[src/rtl/drh_pkg.sv]
package drh_pkg;
    localparam int REG_W   = 32;
    localparam int B_HALT  = 2;
    localparam int B_SRST  = 3;
    localparam int B_CHOLD = 4;
    localparam int B_ARM   = 5;
    localparam int B_ACK   = 6;
    localparam int B_STACK = 7;

    typedef enum logic [2:0] {
        SQ_RUN,
        SQ_STOP,
        SQ_EXIT,
        SQ_POR,
        SQ_HOLD
    } sq_state_t;

    typedef enum logic [1:0] {
        CH_SEQ,
        CH_RUN,
        CH_HELD
    } ch_state_t;
endpackage

[src/rtl/drh_ctl_reg.sv]
module drh_ctl_reg
    import drh_pkg::*;
#(
    parameter int W = REG_W
) (
    input  logic         clk,
    input  logic         rst_n,
    input  logic         wr_en,
    input  logic [W-1:0] wr_data,
    input  logic         secure,
    input  logic         lp_por,
    output logic [W-1:0] ctl_q,
    output logic         stat_clr
);
    localparam logic [W-1:0] ONE       = {{(W-1){1'b0}}, 1'b1};
    localparam logic [W-1:0] SEC_MASK  = ONE << B_SRST;
    localparam logic [W-1:0] IMPL_MASK = (ONE << B_HALT) | (ONE << B_SRST) |
                                         (ONE << B_CHOLD) | (ONE << B_ARM) |
                                         (ONE << B_ACK) | (ONE << B_STACK);

    logic [W-1:0] ctl_d;
    logic [W-1:0] wmask;
    logic         stack_prev_q;

    always_comb begin
        wmask = secure ? SEC_MASK : IMPL_MASK;
        ctl_d = ctl_q;
        if (wr_en) begin
            ctl_d = (ctl_q & ~wmask) | (wr_data & wmask);
        end
        if (lp_por) begin
            ctl_d[B_ARM] = 1'b0;
            ctl_d[B_ACK] = 1'b0;
        end
    end

    always_ff @(posedge clk or negedge rst_n) begin
        if (!rst_n) begin
            ctl_q        <= '0;
            stack_prev_q <= 1'b0;
        end else begin
            ctl_q        <= ctl_d;
            stack_prev_q <= ctl_q[B_STACK];
        end
    end

    always_comb begin
        stat_clr = ctl_q[B_STACK] & ~stack_prev_q;
    end


    secure_wr_chk: assert property (@(posedge clk) disable iff (!rst_n)
        (wr_en && secure) |=> (ctl_q[B_HALT] == $past(ctl_q[B_HALT]) &&
                               ctl_q[B_CHOLD] == $past(ctl_q[B_CHOLD]) &&
                               ctl_q[B_STACK] == $past(ctl_q[B_STACK])));

    por_clr_chk: assert property (@(posedge clk) disable iff (!rst_n)
        lp_por |=> (!ctl_q[B_ARM] && !ctl_q[B_ACK]));

    stat_pulse_chk: assert property (@(posedge clk) disable iff (!rst_n)
        stat_clr |=> !stat_clr);

    rsvd_zero_chk: assert property (@(posedge clk) disable iff (!rst_n)
        (ctl_q & ~IMPL_MASK) == '0);
endmodule

[src/rtl/drh_lp_seq.sv]
module drh_lp_seq
    import drh_pkg::*;
(
    input  logic clk,
    input  logic rst_n,
    input  logic lp_enter,
    input  logic lp_exit,
    input  logic wake_pin,
    input  logic lp_por,
    input  logic arm_bit,
    input  logic ack_bit,
    output logic sys_hold
);
    sq_state_t state_q, state_d;
    logic      cap_q, cap_d;

    always_ff @(posedge clk or negedge rst_n) begin
        if (!rst_n) begin
            state_q <= SQ_RUN;
            cap_q   <= 1'b0;
        end else begin
            state_q <= state_d;
            cap_q   <= cap_d;
        end
    end

    always_comb begin
        state_d = state_q;
        cap_d   = cap_q;
        unique case (state_q)
            SQ_RUN: begin
                if (lp_enter) begin
                    state_d = SQ_STOP;
                    cap_d   = arm_bit;
                end
            end
            SQ_STOP: begin
                if (lp_exit) begin
                    state_d = (cap_q && !wake_pin) ? SQ_EXIT : SQ_RUN;
                    cap_d   = 1'b0;
                end
            end
            SQ_EXIT: begin
                if (lp_por) state_d = SQ_POR;
            end
            SQ_POR: begin
                if (!lp_por) state_d = SQ_HOLD;
            end
            SQ_HOLD: begin
                if (ack_bit) state_d = SQ_RUN;
            end
            default: state_d = SQ_RUN;
        endcase
    end

    always_comb begin
        unique case (state_q)
            SQ_EXIT, SQ_POR, SQ_HOLD: sys_hold = 1'b1;
            default:                  sys_hold = 1'b0;
        endcase
    end


    hold_release_chk: assert property (@(posedge clk) disable iff (!rst_n)
        $fell(sys_hold) |-> ($past(ack_bit) && !$past(lp_por)));

    pin_wake_chk: assert property (@(posedge clk) disable iff (!rst_n)
        (state_q == SQ_STOP && lp_exit && wake_pin) |=> !sys_hold);

    exit_wait_chk: assert property (@(posedge clk) disable iff (!rst_n)
        (state_q == SQ_EXIT && !lp_por) |=> sys_hold);
endmodule

[src/rtl/drh_core_hold.sv]
module drh_core_hold
    import drh_pkg::*;
(
    input  logic clk,
    input  logic rst_n,
    input  logic seq_done,
    input  logic hold_cfg,
    output logic core_hold
);
    ch_state_t state_q, state_d;

    always_ff @(posedge clk or negedge rst_n) begin
        if (!rst_n) state_q <= CH_SEQ;
        else        state_q <= state_d;
    end

    always_comb begin
        state_d = state_q;
        unique case (state_q)
            CH_SEQ: begin
                if (seq_done) state_d = hold_cfg ? CH_HELD : CH_RUN;
            end
            CH_RUN: begin
                if (!seq_done) state_d = CH_SEQ;
            end
            CH_HELD: begin
                if (!seq_done)     state_d = CH_SEQ;
                else if (!hold_cfg) state_d = CH_RUN;
            end
            default: state_d = CH_SEQ;
        endcase
    end

    always_comb begin
        unique case (state_q)
            CH_HELD: core_hold = hold_cfg;
            default: core_hold = 1'b0;
        endcase
    end


    core_enter_chk: assert property (@(posedge clk) disable iff (!rst_n)
        $rose(core_hold) |-> ($past(seq_done) && $past(hold_cfg)));
endmodule

[src/rtl/dbg_rst_hold_ctrl.sv]
module dbg_rst_hold_ctrl
    import drh_pkg::*;
(
    input  logic             clk,
    input  logic             rst_n,
    input  logic             wr_en,
    input  logic [REG_W-1:0] wr_data,
    input  logic             secure,
    output logic [REG_W-1:0] rd_data,
    input  logic             seq_done,
    input  logic             lp_enter,
    input  logic             lp_exit,
    input  logic             wake_pin,
    input  logic             lp_por,
    output logic             halt_req,
    output logic             sys_rst_hold,
    output logic             core_rst_hold,
    output logic             stat_clr
);
    logic [REG_W-1:0] ctl_q;
    logic             seq_sys_hold;

    drh_ctl_reg #(.W(REG_W)) u_reg (
        .clk      (clk),
        .rst_n    (rst_n),
        .wr_en    (wr_en),
        .wr_data  (wr_data),
        .secure   (secure),
        .lp_por   (lp_por),
        .ctl_q    (ctl_q),
        .stat_clr (stat_clr)
    );

    drh_lp_seq u_seq (
        .clk      (clk),
        .rst_n    (rst_n),
        .lp_enter (lp_enter),
        .lp_exit  (lp_exit),
        .wake_pin (wake_pin),
        .lp_por   (lp_por),
        .arm_bit  (ctl_q[B_ARM]),
        .ack_bit  (ctl_q[B_ACK]),
        .sys_hold (seq_sys_hold)
    );

    drh_core_hold u_core (
        .clk       (clk),
        .rst_n     (rst_n),
        .seq_done  (seq_done),
        .hold_cfg  (ctl_q[B_CHOLD]),
        .core_hold (core_rst_hold)
    );

    always_comb begin
        rd_data      = ctl_q;
        halt_req     = ctl_q[B_HALT];
        sys_rst_hold = ctl_q[B_SRST] | seq_sys_hold;
    end


    sys_req_chk: assert property (@(posedge clk) disable iff (!rst_n)
        rd_data[B_SRST] |-> sys_rst_hold);

    core_release_chk: assert property (@(posedge clk) disable iff (!rst_n)
        !rd_data[B_CHOLD] |-> !core_rst_hold);
endmodule

[config.mk]
export PLATFORM = sky130hd
export DESIGN_NAME = dbg_rst_hold_ctrl
export DESIGN_NICKNAME = d
export VERILOG_FILES = /design/src/rtl/drh_pkg.sv /design/src/rtl/drh_ctl_reg.sv /design/src/rtl/drh_lp_seq.sv /design/src/rtl/drh_core_hold.sv /design/src/rtl/dbg_rst_hold_ctrl.sv
export SDC_FILE = /design/constraint.sdc
export NUM_CORES = 1
export LEC_CHECK = 0
export BUFFER_PORTS_ARGS = -buffer_cell sky130_fd_sc_hd__buf_2
export CAP_MARGIN = 10
export CORE_UTILIZATION = 39
export CTS_CLUSTER_SIZE = 30
export DETAILED_ROUTE_END_ITERATION = 7
export GPL_TIMING_DRIVEN = 0
export PLACE_DENSITY = 0.85
export SLEW_MARGIN = 20
export SYNTH_ARGS = -nofsm -noshare
export SYNTH_HDL_FRONTEND = slang
export SYNTH_SLANG_ARGS = --single-unit
export TNS_END_PERCENT = 5
[constraint.sdc]
create_clock -name clk -period 2.2 [get_ports clk]
set_input_delay 0.11 -clock clk [delete_from_list [all_inputs] [get_ports clk]]
set_output_delay 0.11 -clock clk [all_outputs]
set_load 0.02 [all_outputs]
# After elaboration in Yosys (flattened, before gate mapping)
# Cells that the tools add are included.
# classes
n_bitwise	7
eq_ne	14
reduce_logical	10
muxes	21
# ops
cell	n
$and A32 B32 Y32	2
$not A32 Y32	1
$or A32 B32 Y32	1
$mux W3	5
$pmux W3 S5	1
$mux W2	7
$ne A2 B2 Y1 const B	7
$mux W8	1
$mux W7	1
$eq A3 B2 Y1 const B	2
$pmux W2 S3	1
$reduce_and A3 Y1	2
$reduce_and A5 Y1	1
$mux W1	4
$reduce_bool A2 Y1	2
$eq A3 B1 Y1 const B	1
$eq A3 B3 Y1 const B	1
$logic_not A3 Y1	1
$ne A3 B3 Y1 const B	1
$reduce_or A3 Y1	1
$eq A2 B1 Y1 const B	1
$eq A2 B2 Y1 const B	1
$logic_not A2 Y1	1
$pmux W1 S2	1
other kinds (5)	5
# word_totals
register_bits	39
elab_cells	58
input_bits	41

# Longest topological paths before layout
# logic_depth
word_depth	6
depth_mapped	4
ltp_nobuf	3

# Hierarchy
# A second synthesis with hierarchy kept.
# unflattened
cells_unflattened	79
hier_area_um2	789.5
# by_module_without_submodules
module	instances	cells_each	seq_area_each_um2	area_each_um2
drh_ctl_reg	1	46	175.2	484.2
drh_lp_seq	1	22	100.1	202.7
drh_core_hold	1	9	50.0	88.8
dbg_rst_hold_ctrl	1	2	0.0	13.8

# Worst setup path after synthesis
# OpenSTA, ideal clock, no wires.
# synth_path
path_kind	flip-flop to output port
from	reg with a tool-made name
to	out core_rst_hold
n_path_buf	0
setup_slack_ns	1.162
path_stages_with_launch	3
arrival_ns	0.928
cell_sequence	dfrtp_1 inv_1 nor3b_1
# synth_rtl
item	line	text
end, declared	dbg_rst_hold_ctrl.sv:17	output logic core_rst_hold,

# Worst setup path in the final report
# layout_path
from	reg u_seq.state_q[2]
to	out sys_rst_hold
# layout_via
elab_chain_len	4
# layout_rtl
item	line	text
start, declared	drh_lp_seq.sv:14	sq_state_t state_q, state_d;
start signal, assigned	drh_lp_seq.sv:22	state_q <= state_d;
$eq A3 B2 Y1 / $eq A3 B3 Y1 (equally long branches)	drh_lp_seq.sv:57	unique case (state_q)
$reduce_or A3 Y1 (*)	drh_lp_seq.sv:57	
$mux W1 (*)	drh_lp_seq.sv:57	
$or A1 B1 Y1 (*)	dbg_rst_hold_ctrl.sv:57	sys_rst_hold = ctl_q[B_SRST] | seq_sys_hold;
end, declared	dbg_rst_hold_ctrl.sv:16	output logic sys_rst_hold,
# Mark *: on every way between the ends. The rest lies on a longest branch, timed or not.

==> qor.json <==
{
  "die": {
    "std_cell_rows": 16,
    "die_height_um": 47.8,
    "fp.dieArea_mm2": 0.00229,
    "die-width_um": 47.8,
    "placeableCoreArea_mm2": 0.00196,
    "boundaryPins": 77,
    "initial_utilization_pct": 41.7
  },
  "setup_path": {
    "worstRegToRegCells": 3,
    "critical_path.max_stage_delay_ns": 0.45,
    "critPathSlowestCell": "sky130_fd_sc_hd__dfrtp_1",
    "crit_fanout": 6,
    "critPathCaptureType": "output port",
    "worst_setup_path_endpoint": "sys_rst_hold",
    "r2r_setup_slack_ns": 1.14,
    "timing.rr.start": "u_seq.state_q[0]",
    "critPathLaunch": "u_seq.state_q[2]",
    "crit_cells": 4,
    "cp_top_family": "flip-flops",
    "cp.arrival_ns": 1.22,
    "worstReg2RegEnd": "u_seq.cap_q",
    "path_buf_inv": 2,
    "cp_cell_sequence": "inv_1 -> a21oi_1 -> o21ai_1 -> buf_2",
    "cp.required_ns": 2.09,
    "setup.worst_path.start_class": "flip-flop",
    "path_class": "flip-flop to output port"
  },
  "sta": {
    "hold_violations": 0,
    "finalWorstSetupSlack_ns": 0.868,
    "setup-violations-final": 0,
    "tns_ns": 0,
    "rsz0062_at_grt": "no",
    "timing.final.crit_share_pct": 60.6,
    "period_needed_ns": 1.33,
    "finalHoldWorstSlack_ns": 0.0469,
    "clock.fmax_mhz": 751,
    "final_max_slew_viol_count": 0,
    "clock-skew-final_ns": 0.00142
  },
  "cts": {
    "hold_fix_buffer_count_after_cts": 1,
    "post-cts-setup-buffers": 0,
    "path_clk_slew_ns": 0.07,
    "cts-root-to-sink-buffers": 2,
    "cts_inserted_buffers": 3,
    "tritoncts": "done",
    "worst_skew_pair.late_latency_ns": 0.27,
    "clkSinkCount": 13,
    "cts.repair.resized": 0,
    "clock-root-buffer": "sky130_fd_sc_hd__clkbuf_4",
    "cts.htree.levels": 1
  },
  "final_layout": {
    "syn_to_final_growth_pct": 35.9,
    "nNetsFinal": 178,
    "drive_gt1_share_pct": 46.3,
    "filler_cell_count": 194,
    "diodes": 0
  },
  "route": {
    "wirelength_per_cell_um": 8.40,
    "drt_wl_total_um": 1370,
    "drt_iter0_markers": 5,
    "drc_errors": 0,
    "drt.antenna.violating_nets": 0,
    "dr_total_vias": 658,
    "viasPerCell": 4.04,
    "first_pass_iters": 4
  },
  "yosys": {
    "syn_area_per_cell_um2": 10.1,
    "ys_ff_latch": 13,
    "yosysUniqueCellTypes": 25,
    "netlist_instances": 81,
    "proportion_of_synthesized_chip_area_in_sequential_cells_pct": 39.8,
    "syn_area_um2": 818,
    "synth-warning-count": 0
  },
  "hold_path": {
    "hold_start": "wr_data[4]",
    "min-delay-path-class": "input pin to flip-flop"
  },
  "placed_design": {
    "placement.setup.worst_slack_ns": 1.15,
    "hpwl_um": 1120,
    "routability_congestion": 0.744,
    "port_buffers": 24
  },
  "grt": {
    "grtUsageTotal_pct": 13.9,
    "grt_pass1_wl_um": 2100,
    "maximum_number_of_pins_on_one_net_before_global_route_repair": 14,
    "grt_antenna_before_repair": 0,
    "grt_pass1_vias": 511,
    "gr-total-overflow": 0
  },
  "power": {
    "leakagePower_nw": 0.635,
    "ir_worst_vdd_mv": 0.443,
    "total_power_per_unit_cell_area_mw_per_mm2": 657
  },
  "status": {
    "run_status": "complete, no violations"
  },
  "flow_run": {
    "max-cap-violations": 0
  }
}
## Yosys cell counts, drive strengths merged
master,n,area (um2)
a21oi,2,10.0
clkinv,1,3.75
nor2,3,11.3
nand2b,1,6.26
nor3b,2,15.0
nand4,1,6.26
o31ai,2,15.0
inv,3,11.3
mux2i,2,20.0
nor2b,4,32.5
nand2,1,3.75
conb,1,3.75
a41oi,1,8.76
dfrtp,13,325
buf,32,244
nor3,1,5.00
a211oi,1,12.5
a31oi,1,6.26
o21ai,4,20.0
a311oi,1,8.76
mux2,3,41.3
and2b,1,7.51
## per-stage QoR
stage | utilization (%) | total power [mW] | instance area, um2 | instances
2_1_floorplan | - | 0.523 | 912 | 106
4_1_cts | 56.2 | 0.735 | 1100 | 162
5_1_grt | 56.7 | 0.790 | 1110 | 163
3_3_place_gp | 54.3 | 0.577 | 1070 | 157
3_5_place_dp | 54.3 | 0.589 | 1070 | 157
6_report | 56.7 | 0.730 | 1110 | 163
## metal layers
metal | share of wire, % | wire length [um] | GRT usage, % | up-vias
li1 | - | - | - | 323
met1 | 39 | 537 | 15.4 | 295
met2 | 49 | 677 | 22.7 | 38
met3 | 9.4 | 129 | 6.79 | 2
met4 | 1.8 | 24 | 5.56 | 0
met5 | 0 | 0 | 0 | -
## worst min-delay path by stage
| stage | end | slack (ns) | cells after the start |
|---|---|---|---|
| after floorplan | async pin | -0.19 | 0 |
| after global placement | u_core.state_q[1] | 0.007 | 1 |
| after detailed placement | u_core.state_q[1] | 0.01 | 1 |
| after CTS | u_reg.ctl_q[5] | 0.007 | 2 |
| after global routing | u_reg.ctl_q[3] | 0.04 | 2 |
| final | flip-flop | 0.05 | 3 |
## kinds of logic (layout without fill, tap and decap cells)
group           count (synthesis)  count (layout)  synth area share, %
simple gates                   14              14                 10.7
compound gates                 12              12                 9.94
mux                             5               5                 7.49
flops                          13              13                 39.8
other cells                     1              26                0.458
buf+inv                        36              66                 31.7
## worst min-delay path: stages
cell and delay (ns):
sky130_fd_sc_hd__buf_2 0.08, sky130_fd_sc_hd__nand2_1 0.04, sky130_fd_sc_hd__o21ai_1 0.06
## report_power, final
group / internal, mW / switching, mW
combinational: 0.125 / 0.145
sequential: 0.278 / 0.0388
clock: 0.0703 / 0.0737
## area by class of cell
cell class	count	area (um2)	share of cell area, %
Timing Repair Buffer	26	140	12.6
Clock buffer	4	26.3	2.36
Buffer	32	244	21.9
Sequential cell	13	325	29.2
Tap cell	27	33.8	3.04
Inverter	4	15.0	1.35
Multi-Input combinational cell	57	328	29.5
## cell usage in the layout (no fill, tap or decap)
cell type,netlist,routed
sky130_fd_sc_hd__a211oi_2,1,1
sky130_fd_sc_hd__a21oi_1,2,2
sky130_fd_sc_hd__a311oi_1,1,1
sky130_fd_sc_hd__a31oi_1,1,1
sky130_fd_sc_hd__a41oi_1,1,1
sky130_fd_sc_hd__and2b_1,1,1
sky130_fd_sc_hd__buf_2,0,24
sky130_fd_sc_hd__buf_4,31,31
sky130_fd_sc_hd__buf_6,1,1
sky130_fd_sc_hd__clkbuf_1,0,1
sky130_fd_sc_hd__clkbuf_4,0,3
sky130_fd_sc_hd__clkinv_1,1,1
sky130_fd_sc_hd__conb_1,1,26
sky130_fd_sc_hd__dfrtp_1,13,13
sky130_fd_sc_hd__dlygate4sd3_1,0,2
sky130_fd_sc_hd__inv_1,3,3
sky130_fd_sc_hd__mux2_1,1,1
sky130_fd_sc_hd__mux2_4,2,2
sky130_fd_sc_hd__mux2i_1,2,2
sky130_fd_sc_hd__nand2_1,1,1
sky130_fd_sc_hd__nand2b_1,1,1
sky130_fd_sc_hd__nand4_1,1,1
sky130_fd_sc_hd__nor2_1,3,3
sky130_fd_sc_hd__nor2b_1,3,3
sky130_fd_sc_hd__nor2b_4,1,1
sky130_fd_sc_hd__nor3_1,1,1
sky130_fd_sc_hd__nor3b_1,2,2
sky130_fd_sc_hd__o21ai_1,4,4
sky130_fd_sc_hd__o31ai_1,2,2
No activity file was read; power rests on OpenSTA's default activity.
